## config.mk

```make
export PLATFORM = sky130hd
export DESIGN_NAME = intc_cpu_iface
export DESIGN_NICKNAME = d
export VERILOG_FILES = /design/src/rtl/icpu_pkg.sv /design/src/rtl/icpu_arbiter.sv /design/src/rtl/icpu_active.sv /design/src/rtl/intc_cpu_iface.sv
export SDC_FILE = /design/constraint.sdc
export NUM_CORES = 2
export LEC_CHECK = 0
export ABC_AREA = 1
export CAP_MARGIN = 10
export CELL_PAD_IN_SITES_DETAIL_PLACEMENT = 2
export CELL_PAD_IN_SITES_GLOBAL_PLACEMENT = 2
export CORE_MARGIN = 3
export CORE_UTILIZATION = 28
export DETAILED_ROUTE_END_ITERATION = 7
export PLACE_DENSITY = 0.82
export SYNTH_ARGS = -nofsm -noshare
export SYNTH_HDL_FRONTEND = slang
export SYNTH_SLANG_ARGS = --single-unit
```

## constraint.sdc

```tcl
create_clock -name clk -period 147.3 [get_ports clk]
set_input_delay 22.095 -clock clk [delete_from_list [all_inputs] [get_ports clk]]
set_output_delay 22.095 -clock clk [all_outputs]
set_load 0.02 [all_outputs]
```

## src/rtl/icpu_pkg.sv

```systemverilog
package icpu_pkg;

    localparam int PRIO_W  = 8;
    localparam int ID_W    = 10;
    localparam int CPU_W   = 3;
    localparam int CPU_LSB = 10;
    localparam int REG_AW  = 12;

    localparam logic [ID_W-1:0]   SPURIOUS_ID = 10'd1023;

    localparam logic [REG_AW-1:0] OFF_CTRL = 12'h000;
    localparam logic [REG_AW-1:0] OFF_MASK = 12'h004;
    localparam logic [REG_AW-1:0] OFF_ACK  = 12'h00C;
    localparam logic [REG_AW-1:0] OFF_EOI  = 12'h010;

    // bit positions inside the control word
    localparam int CTL_G0  = 0;
    localparam int CTL_G1  = 1;
    localparam int CTL_FIQ = 3;

    typedef struct packed {
        logic              grp0_en;
        logic              grp1_en;
        logic              fiq_en;
        logic [PRIO_W-1:0] mask;
        logic [31:0]       rdata;
        logic              irq;
        logic              fiq;
    } icpu_state_t;

endpackage

```

## src/rtl/icpu_arbiter.sv

```systemverilog
module icpu_arbiter
    import icpu_pkg::*;
#(
    parameter int NUM_LINES = 64,
    localparam int IDX_W = $clog2(NUM_LINES)
) (
    input  logic [NUM_LINES-1:0]        cand,
    input  logic [NUM_LINES*PRIO_W-1:0] prio,
    output logic                        win_valid,
    output logic [IDX_W-1:0]            win_idx
);

    logic [PRIO_W-1:0] best_prio;

    // strict less-than keeps the earlier (lower) line on a tie
    always_comb begin
        win_valid = 1'b0;
        win_idx   = '0;
        best_prio = '1;
        for (int i = 0; i < NUM_LINES; i++) begin
            if (cand[i] && (!win_valid || (prio[i*PRIO_W +: PRIO_W] < best_prio))) begin
                win_valid = 1'b1;
                win_idx   = IDX_W'(i);
                best_prio = prio[i*PRIO_W +: PRIO_W];
            end
        end
    end

endmodule

```

## src/rtl/icpu_active.sv

```systemverilog
module icpu_active #(
    parameter int NUM_LINES = 64
) (
    input  logic                 clk,
    input  logic                 rst_n,
    input  logic [NUM_LINES-1:0] set_vec,
    input  logic [NUM_LINES-1:0] clr_vec,
    output logic [NUM_LINES-1:0] active
);

    logic [NUM_LINES-1:0] act_d, act_q;

    always_comb begin
        act_d = (act_q & ~clr_vec) | set_vec;
    end

    always_ff @(posedge clk or negedge rst_n) begin
        if (!rst_n) begin
            act_q <= '0;
        end else begin
            act_q <= act_d;
        end
    end

    assign active = act_q;

endmodule

```

## src/rtl/intc_cpu_iface.sv

```systemverilog
module intc_cpu_iface
    import icpu_pkg::*;
#(
    parameter int NUM_LINES = 64,
    parameter int NUM_SGI   = 16,
    localparam int IDX_W    = $clog2(NUM_LINES)
) (
    input  logic                        clk,
    input  logic                        rst_n,
    input  logic [NUM_LINES-1:0]        line_enable,
    input  logic [NUM_LINES-1:0]        line_pending,
    input  logic [NUM_LINES-1:0]        line_group,
    input  logic [NUM_LINES*PRIO_W-1:0] line_prio,
    input  logic [NUM_SGI*CPU_W-1:0]    sgi_src,
    output logic [NUM_LINES-1:0]        pend_clr,
    input  logic                        reg_en,
    input  logic                        reg_wr,
    input  logic [REG_AW-1:0]           reg_addr,
    input  logic [31:0]                 reg_wdata,
    output logic [31:0]                 reg_rdata,
    output logic                        irq,
    output logic                        fiq
);

    icpu_state_t st_d, st_q;

    logic [NUM_LINES-1:0] cand;
    logic [NUM_LINES-1:0] active_vec;
    logic [NUM_LINES-1:0] eoi_clr;
    logic                 win_valid;
    logic [IDX_W-1:0]     win_idx;
    logic                 win_group;
    logic                 ack_rd;
    logic                 eoi_wr;
    logic [31:0]          ack_word;
    logic                 unused_wdata;

    assign unused_wdata = ^{reg_wdata[31:ID_W], reg_wdata[2]};

    assign ack_rd = reg_en & ~reg_wr & (reg_addr == OFF_ACK);
    assign eoi_wr = reg_en &  reg_wr & (reg_addr == OFF_EOI);

    // per-line qualification, strobes and completion decode
    for (genvar g = 0; g < NUM_LINES; g++) begin : g_line
        assign cand[g] = line_enable[g] & line_pending[g] & ~active_vec[g]
                       & (line_group[g] ? st_q.grp1_en : st_q.grp0_en)
                       & (line_prio[g*PRIO_W +: PRIO_W] < st_q.mask);
        assign pend_clr[g] = ack_rd & win_valid & (win_idx == IDX_W'(g));
        assign eoi_clr[g]  = eoi_wr & (reg_wdata[ID_W-1:0] == ID_W'(g));
    end

    icpu_arbiter #(.NUM_LINES(NUM_LINES)) u_arb (
        .cand      (cand),
        .prio      (line_prio),
        .win_valid (win_valid),
        .win_idx   (win_idx)
    );

    icpu_active #(.NUM_LINES(NUM_LINES)) u_act (
        .clk     (clk),
        .rst_n   (rst_n),
        .set_vec (pend_clr),
        .clr_vec (eoi_clr),
        .active  (active_vec)
    );

    assign win_group = line_group[win_idx];

    always_comb begin
        ack_word = '0;
        if (win_valid) begin
            ack_word[ID_W-1:0] = ID_W'(win_idx);
            if (int'(win_idx) < NUM_SGI) begin
                ack_word[CPU_LSB +: CPU_W] = sgi_src[int'(win_idx)*CPU_W +: CPU_W];
            end
        end else begin
            ack_word[ID_W-1:0] = SPURIOUS_ID;
        end
    end

    always_comb begin
        st_d = st_q;
        if (reg_en && reg_wr) begin
            case (reg_addr)
                OFF_CTRL: begin
                    st_d.grp0_en = reg_wdata[CTL_G0];
                    st_d.grp1_en = reg_wdata[CTL_G1];
                    st_d.fiq_en  = reg_wdata[CTL_FIQ];
                end
                OFF_MASK: st_d.mask = reg_wdata[PRIO_W-1:0];
                default: ;
            endcase
        end
        if (reg_en && !reg_wr) begin
            case (reg_addr)
                OFF_CTRL: st_d.rdata = {28'd0, st_q.fiq_en, 1'b0, st_q.grp1_en, st_q.grp0_en};
                OFF_MASK: st_d.rdata = {{(32-PRIO_W){1'b0}}, st_q.mask};
                OFF_ACK:  st_d.rdata = ack_word;
                default:  st_d.rdata = '0;
            endcase
        end
        // the acknowledged line is leaving; hold both outputs low for a cycle
        if (ack_rd || !win_valid) begin
            st_d.irq = 1'b0;
            st_d.fiq = 1'b0;
        end else begin
            st_d.fiq = ~win_group & st_q.fiq_en;
            st_d.irq = ~(~win_group & st_q.fiq_en);
        end
    end

    always_ff @(posedge clk or negedge rst_n) begin
        if (!rst_n) begin
            st_q <= '0;
        end else begin
            st_q <= st_d;
        end
    end

    assign reg_rdata = st_q.rdata;
    assign irq       = st_q.irq;
    assign fiq       = st_q.fiq;

endmodule

```

Yosys cells after proc, flatten, opt, wreduce, memory -nomap -nowiden

Cells that the tools add are included.

Muxes and demuxes: 261
Multiply operators: 1
Eq/ne operators: 129
$lt $le $gt $ge: 129
Shift operators: 1
Reductions and logical operators: 199
Bitwise logic cells: 460

Operators with widths:

| cell                                            | count |
|---|---|
| less-than comparator 8 bit                      | 127 |
| two-way mux 8 bit                               | 63 |
| AND 1 bit                                       | 390 |
| == test 10 x 6 -> 1 bit (second input constant) | 32 |
| == test 6 bit (second input constant)           | 32 |
| two-way mux 6 bit                               | 32 |
| == test 10 x 5 -> 1 bit (second input constant) | 16 |
| two-way mux 1 bit                               | 130 |
| == test 6 x 5 -> 1 bit (second input constant)  | 16 |
| == test 10 x 4 -> 1 bit (second input constant) | 8 |
| two-way mux 5 bit                               | 16 |
| inverter 1 bit                                  | 67 |
| logical AND 1 bit                               | 65 |
| zero test 1 bit                                 | 65 |
| AND 64 bit                                      | 1 |
| logical OR 1 bit                                | 64 |
| inverter 64 bit                                 | 1 |
| OR 64 bit                                       | 1 |
| == test 6 x 4 -> 1 bit (second input constant)  | 8 |
| indexed part select 48 x 9 -> 3 bit             | 1 |
| == test 10 x 3 -> 1 bit (second input constant) | 4 |
| one-hot mux 13 bit (3 select lines)             | 1 |
| two-way mux 4 bit                               | 8 |
| == test 6 x 3 -> 1 bit (second input constant)  | 4 |
| 18 further kinds                                | 28 |

Register bits: 109
Word-level logic and storage cells: 1188
Bits of input ports: 800

Logic depth before layout (Yosys ltp)

Depth after elaboration: 263
Mapped depth: 777

Hierarchy

Synthesis repeated with hierarchy kept, for this count alone.

Cell total of the unflattened synthesis: 6316
Area total of the unflattened synthesis: 37908.9 µm²

Modules (own cells, without submodules):

| module         | cells an instance | instances | area each (µm²) |
|---|---|---|---|
| icpu_arbiter   | 3865              | 1         | 21390.5 |
| intc_cpu_iface | 2131              | 1         | 13955.9 |
| icpu_active    | 320               | 1         | 2562.5 |

Worst setup path after synthesis

No wires, ideal clock.

Path type: input -> output
Start point: input port line_prio[7]
End point: output port pend_clr[33]
Path slack: 20.400 ns
Path buffers: 69
Stages on the path: 621
Arrival: 104.805 ns
Data required time: 125.205 ns
Cell sequence: ha_1 -> nand2_1 -> nor2_1 -> nor2_1 -> nand2_1 -> nor2_2 -> nand2_1 -> nor2_1 -> ha_1 -> a21oi_1 -> nor2_1 -> a211oi_1 -> nand2_2 -> nand2_4 -> nand2_4 -> clkbuf_8 -> o21ai_0 -> ha_1 -> (+585 left out) -> nand2_4 -> buf_6 -> nand2_1 -> o21ai_0 -> ha_1 -> nand2_1 -> nor2_1 -> a211oi_1 -> nand2_1 -> nand2_2 -> nand2_8 -> buf_12 -> buf_12 -> nand3_2 -> nor2_8 -> inv_8 -> buf_8 -> nor2_1

Longest elaborated chain between the ends: 257
Elaborated cells between the ends (all ways): 447

RTL lines:

| item                                                          | RTL line             | RTL |
|---|---|---|
| start, declared                                               | intc_cpu_iface.sv:13 | `input logic [NUM_LINES*PRIO_W-1:0] line_prio,` |
| less-than comparator 8 bit                                    | intc_cpu_iface.sv:47 | `& (line_prio[g*PRIO_W +: PRIO_W] < st_q.mask);` |
| AND 1 bit                                                     | intc_cpu_iface.sv:47 |  |
| two-way mux 8 bit or two-way mux 1 bit (tied branches)        | icpu_arbiter.sv:21   | `if (cand[i] && (!win_valid \|\| (prio[i*PRIO_W +: PRIO_W] < best_prio))) begin` |
| less-than comparator 8 bit or zero test 1 bit (tied branches) | icpu_arbiter.sv:21   |  |
| logical OR 1 bit                                              | icpu_arbiter.sv:21   |  |
| logical AND 1 bit                                             | icpu_arbiter.sv:21   |  |
| two-way mux 8 bit or two-way mux 1 bit (tied branches)        | icpu_arbiter.sv:21   |  |
| less-than comparator 8 bit or zero test 1 bit (tied branches) | icpu_arbiter.sv:21   |  |
| (+241 left out)                                               | -                    |  |
| logical AND 1 bit                                             | icpu_arbiter.sv:21   |  |
| two-way mux 8 bit or two-way mux 1 bit (tied branches)        | icpu_arbiter.sv:21   |  |
| less-than comparator 8 bit or zero test 1 bit (tied branches) | icpu_arbiter.sv:21   |  |
| logical OR 1 bit                                              | icpu_arbiter.sv:21   |  |
| logical AND 1 bit                                             | icpu_arbiter.sv:21   |  |
| two-way mux 6 bit or two-way mux 1 bit (tied branches)        | icpu_arbiter.sv:21   |  |
| == test 6 bit or AND 1 bit (tied branches)                    | intc_cpu_iface.sv:48 | `assign pend_clr[g] = ack_rd & win_valid & (win_idx == IDX_W'(g));` |
| AND 1 bit (*)                                                 | intc_cpu_iface.sv:48 |  |
| end, declared                                                 | intc_cpu_iface.sv:15 | `output logic [NUM_LINES-1:0] pend_clr,` |

Mark *: on every way between the ends. The rest lies on a longest branch, timed or not.

Worst setup path in the final report

Start point: input port line_prio[7]
End point: output port pend_clr[0]

Longest elaborated chain between the ends: 257
Elaborated cells between the ends (all ways): 447

RTL lines:

| item                                                          | RTL line |
|---|---|
| less-than comparator 8 bit                                    | intc_cpu_iface.sv:47 |
| AND 1 bit                                                     | intc_cpu_iface.sv:47 |
| two-way mux 8 bit or two-way mux 1 bit (tied branches)        | icpu_arbiter.sv:21 |
| less-than comparator 8 bit or zero test 1 bit (tied branches) | icpu_arbiter.sv:21 |
| logical OR 1 bit                                              | icpu_arbiter.sv:21 |
| logical AND 1 bit                                             | icpu_arbiter.sv:21 |
| two-way mux 8 bit or two-way mux 1 bit (tied branches)        | icpu_arbiter.sv:21 |
| less-than comparator 8 bit or zero test 1 bit (tied branches) | icpu_arbiter.sv:21 |
| (+241 left out)                                               | - |
| logical AND 1 bit                                             | icpu_arbiter.sv:21 |
| two-way mux 8 bit or two-way mux 1 bit (tied branches)        | icpu_arbiter.sv:21 |
| less-than comparator 8 bit or zero test 1 bit (tied branches) | icpu_arbiter.sv:21 |
| logical OR 1 bit                                              | icpu_arbiter.sv:21 |
| logical AND 1 bit                                             | icpu_arbiter.sv:21 |
| two-way mux 6 bit or two-way mux 1 bit (tied branches)        | icpu_arbiter.sv:21 |
| zero test 6 bit or AND 1 bit (tied branches)                  | intc_cpu_iface.sv:48 |
| AND 1 bit (*)                                                 | intc_cpu_iface.sv:48 |

Marked as above.

==> results.txt <==
outcome = finished, violations left
violations in the final reports = capacitance limit, slew limit
Clk pin slew, worst setup/hold paths = 0.07 ns
flop-to-flop setup slack = 52.84 ns
Power Dens Cells = 8.17 mW/mm²
crit path capture type = output port
met2 usage = 0.537
required time worst endpoint = 125.21 ns
Pint = 159 µW
Seq cells post-synth = 89
worst-case clock buffer depth = 2
fin util = 0.361
clk_skew = 0.00994 ns
CTS tree = built
row count = 135
R2R Path Start = st_q[37]$_DFFE_PN0P_
drt pass-1 iters = 5
I/O Buffers = 856
max_cap viols = 1
Final Hold Fails = 0
WHS = 0.492 ns
CP max stage delay = 0.69 ns
Hold Buf Count CTS = 0
Tcrit/Tclk final = 0.942
DRC Markers = 0
Synthesis Warnings = 0
synth cell count leaders = 1540 x nand2_1, 767 x ha_1, 550 x nand3_1, 508 x inv_1, 477 x o21ai_0
total track usage = 0.317
sw frac = 0.606
Nets = 8431
CP bufs+invs = 8
global-route wire length before repair = 336 mm
initial antenna violation count = 90
share of the synthesized area in the top cell type = 0.249
Reg power frac = 0.061
crit start category = input port
Psw = 243 µW
worst-margin pin slew = 2.26 ns
HPWL Detailed = 201 mm
Hold EP = reg_rdata[12]$_DFFE_PN0P_
CP max FO = 20
Hold Path Class = reg2reg
synth unique cells = 79
Cell Area, Synth = 0.0385 mm²
Clock power frac = 0.058
post-route ant nets = 0
fraction of registers with async set/reset = 1.00
Initial Utilization = 0.283
# setup viols final = 0
Placer Congestion = 0.942
top post-synthesis cells by area = ha_1 25%, nand2_1 15%, nand3_1 7.1%, nand2_2 6.3%, o21ai_0 6.2%
Tmin final = 138.69 ns
register area share after synthesis = 0.0578
clock latency on the worst-skew pair = 0.36 ns
Die Ht = 377 µm
GRT met3 Usage = 0.0521
post-synth top area cell = ha_1
Reg2Reg Depth = 526
hold path start = reg_rdata[12]$_DFFE_PN0P_
Vias = 47600
vias per cell = 5.47
met1 GRT Util = 0.390
Max Slew Vio Count = 4
Synth Area per Inst = 6.39 µm²
routed wire length = 236 mm
CP dominant cell by count = nand2_4
worst r2r dst = reg_rdata[10]$_DFFE_PN0P_
CP delay by family, top = compound AO/OA/AOI/OAI gates
Critical Path AT = 116.59 ns
maximum number of pins on one net before global-route repair = 63
predominant post-synthesis flop cell = dfrtp_1
violation count after the first detailed-route iteration = 2553
die extent in x = 377 µm
# IOs = 898
Leakage Power = 0.0247 µW
layout cells sized above 1 = 0.128
Root Driver = clkbuf_16
slowest stage cell, crit path = clkdlybuf4s50_1
WHS Path Cells = 2
GRT Max-Usage Layer = met2
core area = 0.136 mm²
FMAX = 0.00721 GHz
Slew HR = -0.517
most common cell in the netlist = nand2_1
Post-synth EDFFs = 0
Mapped Cells = 6031
WL/cell = 27.1 µm
VDD IR max = 6.11 µV
gr ovfl total = 0
Area Overhead vs Synth = 27.7%
kind of critical path = in2out
CTS H-tree lvls = 3
Die Footprint = 0.142 mm²
Clock Sinks = 89
Num CTS Buffers = 9
Comb power frac = 0.881
number of global-route vias before repair = 50900
## repair_timing
item                                    CTS  global route
setup buffers                             0            22
endpoints found under the setup margin    0            64
gates resized for setup                   0           136
hold endpoints to repair                  0             0
## cells in the final DEF (no fill, tap or decap), drive strengths merged, types with 66 or more instances in the layout
| cell type | n |
|---|---|
| nand4 | 81 |
| nand2 | 2037 |
| buf | 99 |
| a21oi | 265 |
| o21ai | 519 |
| clkdlybuf4s50 | 842 |
| nand3 | 555 |
| dfrtp | 89 |
| nor2 | 475 |
| ha | 767 |
| inv | 585 |
| diode | 66 |
## per-stage QoR
stage / TNS (ns) / instances / area, µm² / total power (µW) / setup WS (ns)
after floorplan: 0 / 6049 / 38600 / 254 / 20.40
after global routing: -1.19 / 8702 / 49200 / 443 / -0.121
after global placement: 0 / 8609 / 48400 / 352 / 6.41
after CTS: 0 / 8625 / 48700 / 395 / 2.91
after detailed placement: 0 / 8609 / 48400 / 370 / 3.35
final: 0 / 8716 / 49200 / 402 / 8.61
## sequential cells by signal (all words and copies together), names as in the netlist
name,cells
fiq,1
irq,1
st_q,11
u_act.active,64
reg_rdata,12
## worst reg2reg max path, delay by kind of cell (launching register included)
kind                       cells  cell delay [ns]
DFF                            1             0.40
buffers and inverters          6             0.56
adders and majority gates     64            19.73
AOI/OAI and AO/OA            174            42.22
and+or+nand+nor              282            31.44
## power by group through the flow
| stage | clock network, µW | registers (µW) | logic, µW |
|---|---|---|---|
| after floorplan | 0 | 25.0 | 229 |
| after global placement | 0 | 25.0 | 327 |
| after detailed placement | 0 | 25.0 | 345 |
| after CTS | 23.6 | 24.5 | 347 |
| after global routing | 24.6 | 24.5 | 394 |
| final | 23.4 | 24.5 | 354 |
## metal layers
metal	wire length, µm	vias to the layer above	part of all wire
met2	110000	1231	0.47
met3	12700	426	0.054
met4	12700	32	0.054
li1	-	22200	-
met5	219	-	0.00093
met1	100000	23700	0.42
## final cells by class
cell class | count | area (µm²)
clock buffer | 10 | 239
tap | 1781 | 2230
timing repair buffer | 955 | 9380
inverter | 601 | 2360
multi-input combinational | 5208 | 32600
clock inverter | 6 | 41.3
sequential | 89 | 2230
fill | 16700 | 86900
antenna | 66 | 165
## kinds of logic (layout without fill, tap and decap cells)
family | count (synthesis) | after routing | share of synthesized area
adder cells (fa/ha/maj) | 767 | 767 | 0.249
AND/OR/NAND/NOR | 3277 | 3279 | 0.409
flip-flops | 89 | 89 | 0.0578
AO/OA/AOI/OAI | 1143 | 1143 | 0.181
other | 1 | 85 | 0.0000973
buffers and inverters | 754 | 1572 | 0.103
## worst max path at each step
stage                       from           end  slack, ns  cells after the start
global route        line_prio[7]  pend_clr[24]      -0.12                    531
finish              line_prio[7]   pend_clr[0]       8.61                    525
CTS                 line_prio[7]  pend_clr[15]       2.91                    521
global placement    line_prio[7]   pend_clr[2]       6.41                    522
detailed placement  line_prio[7]   pend_clr[2]       3.35                    524
floorplan           line_prio[7]  pend_clr[33]      20.40                    621
Note: power is estimated with default switching activity, not from simulation.
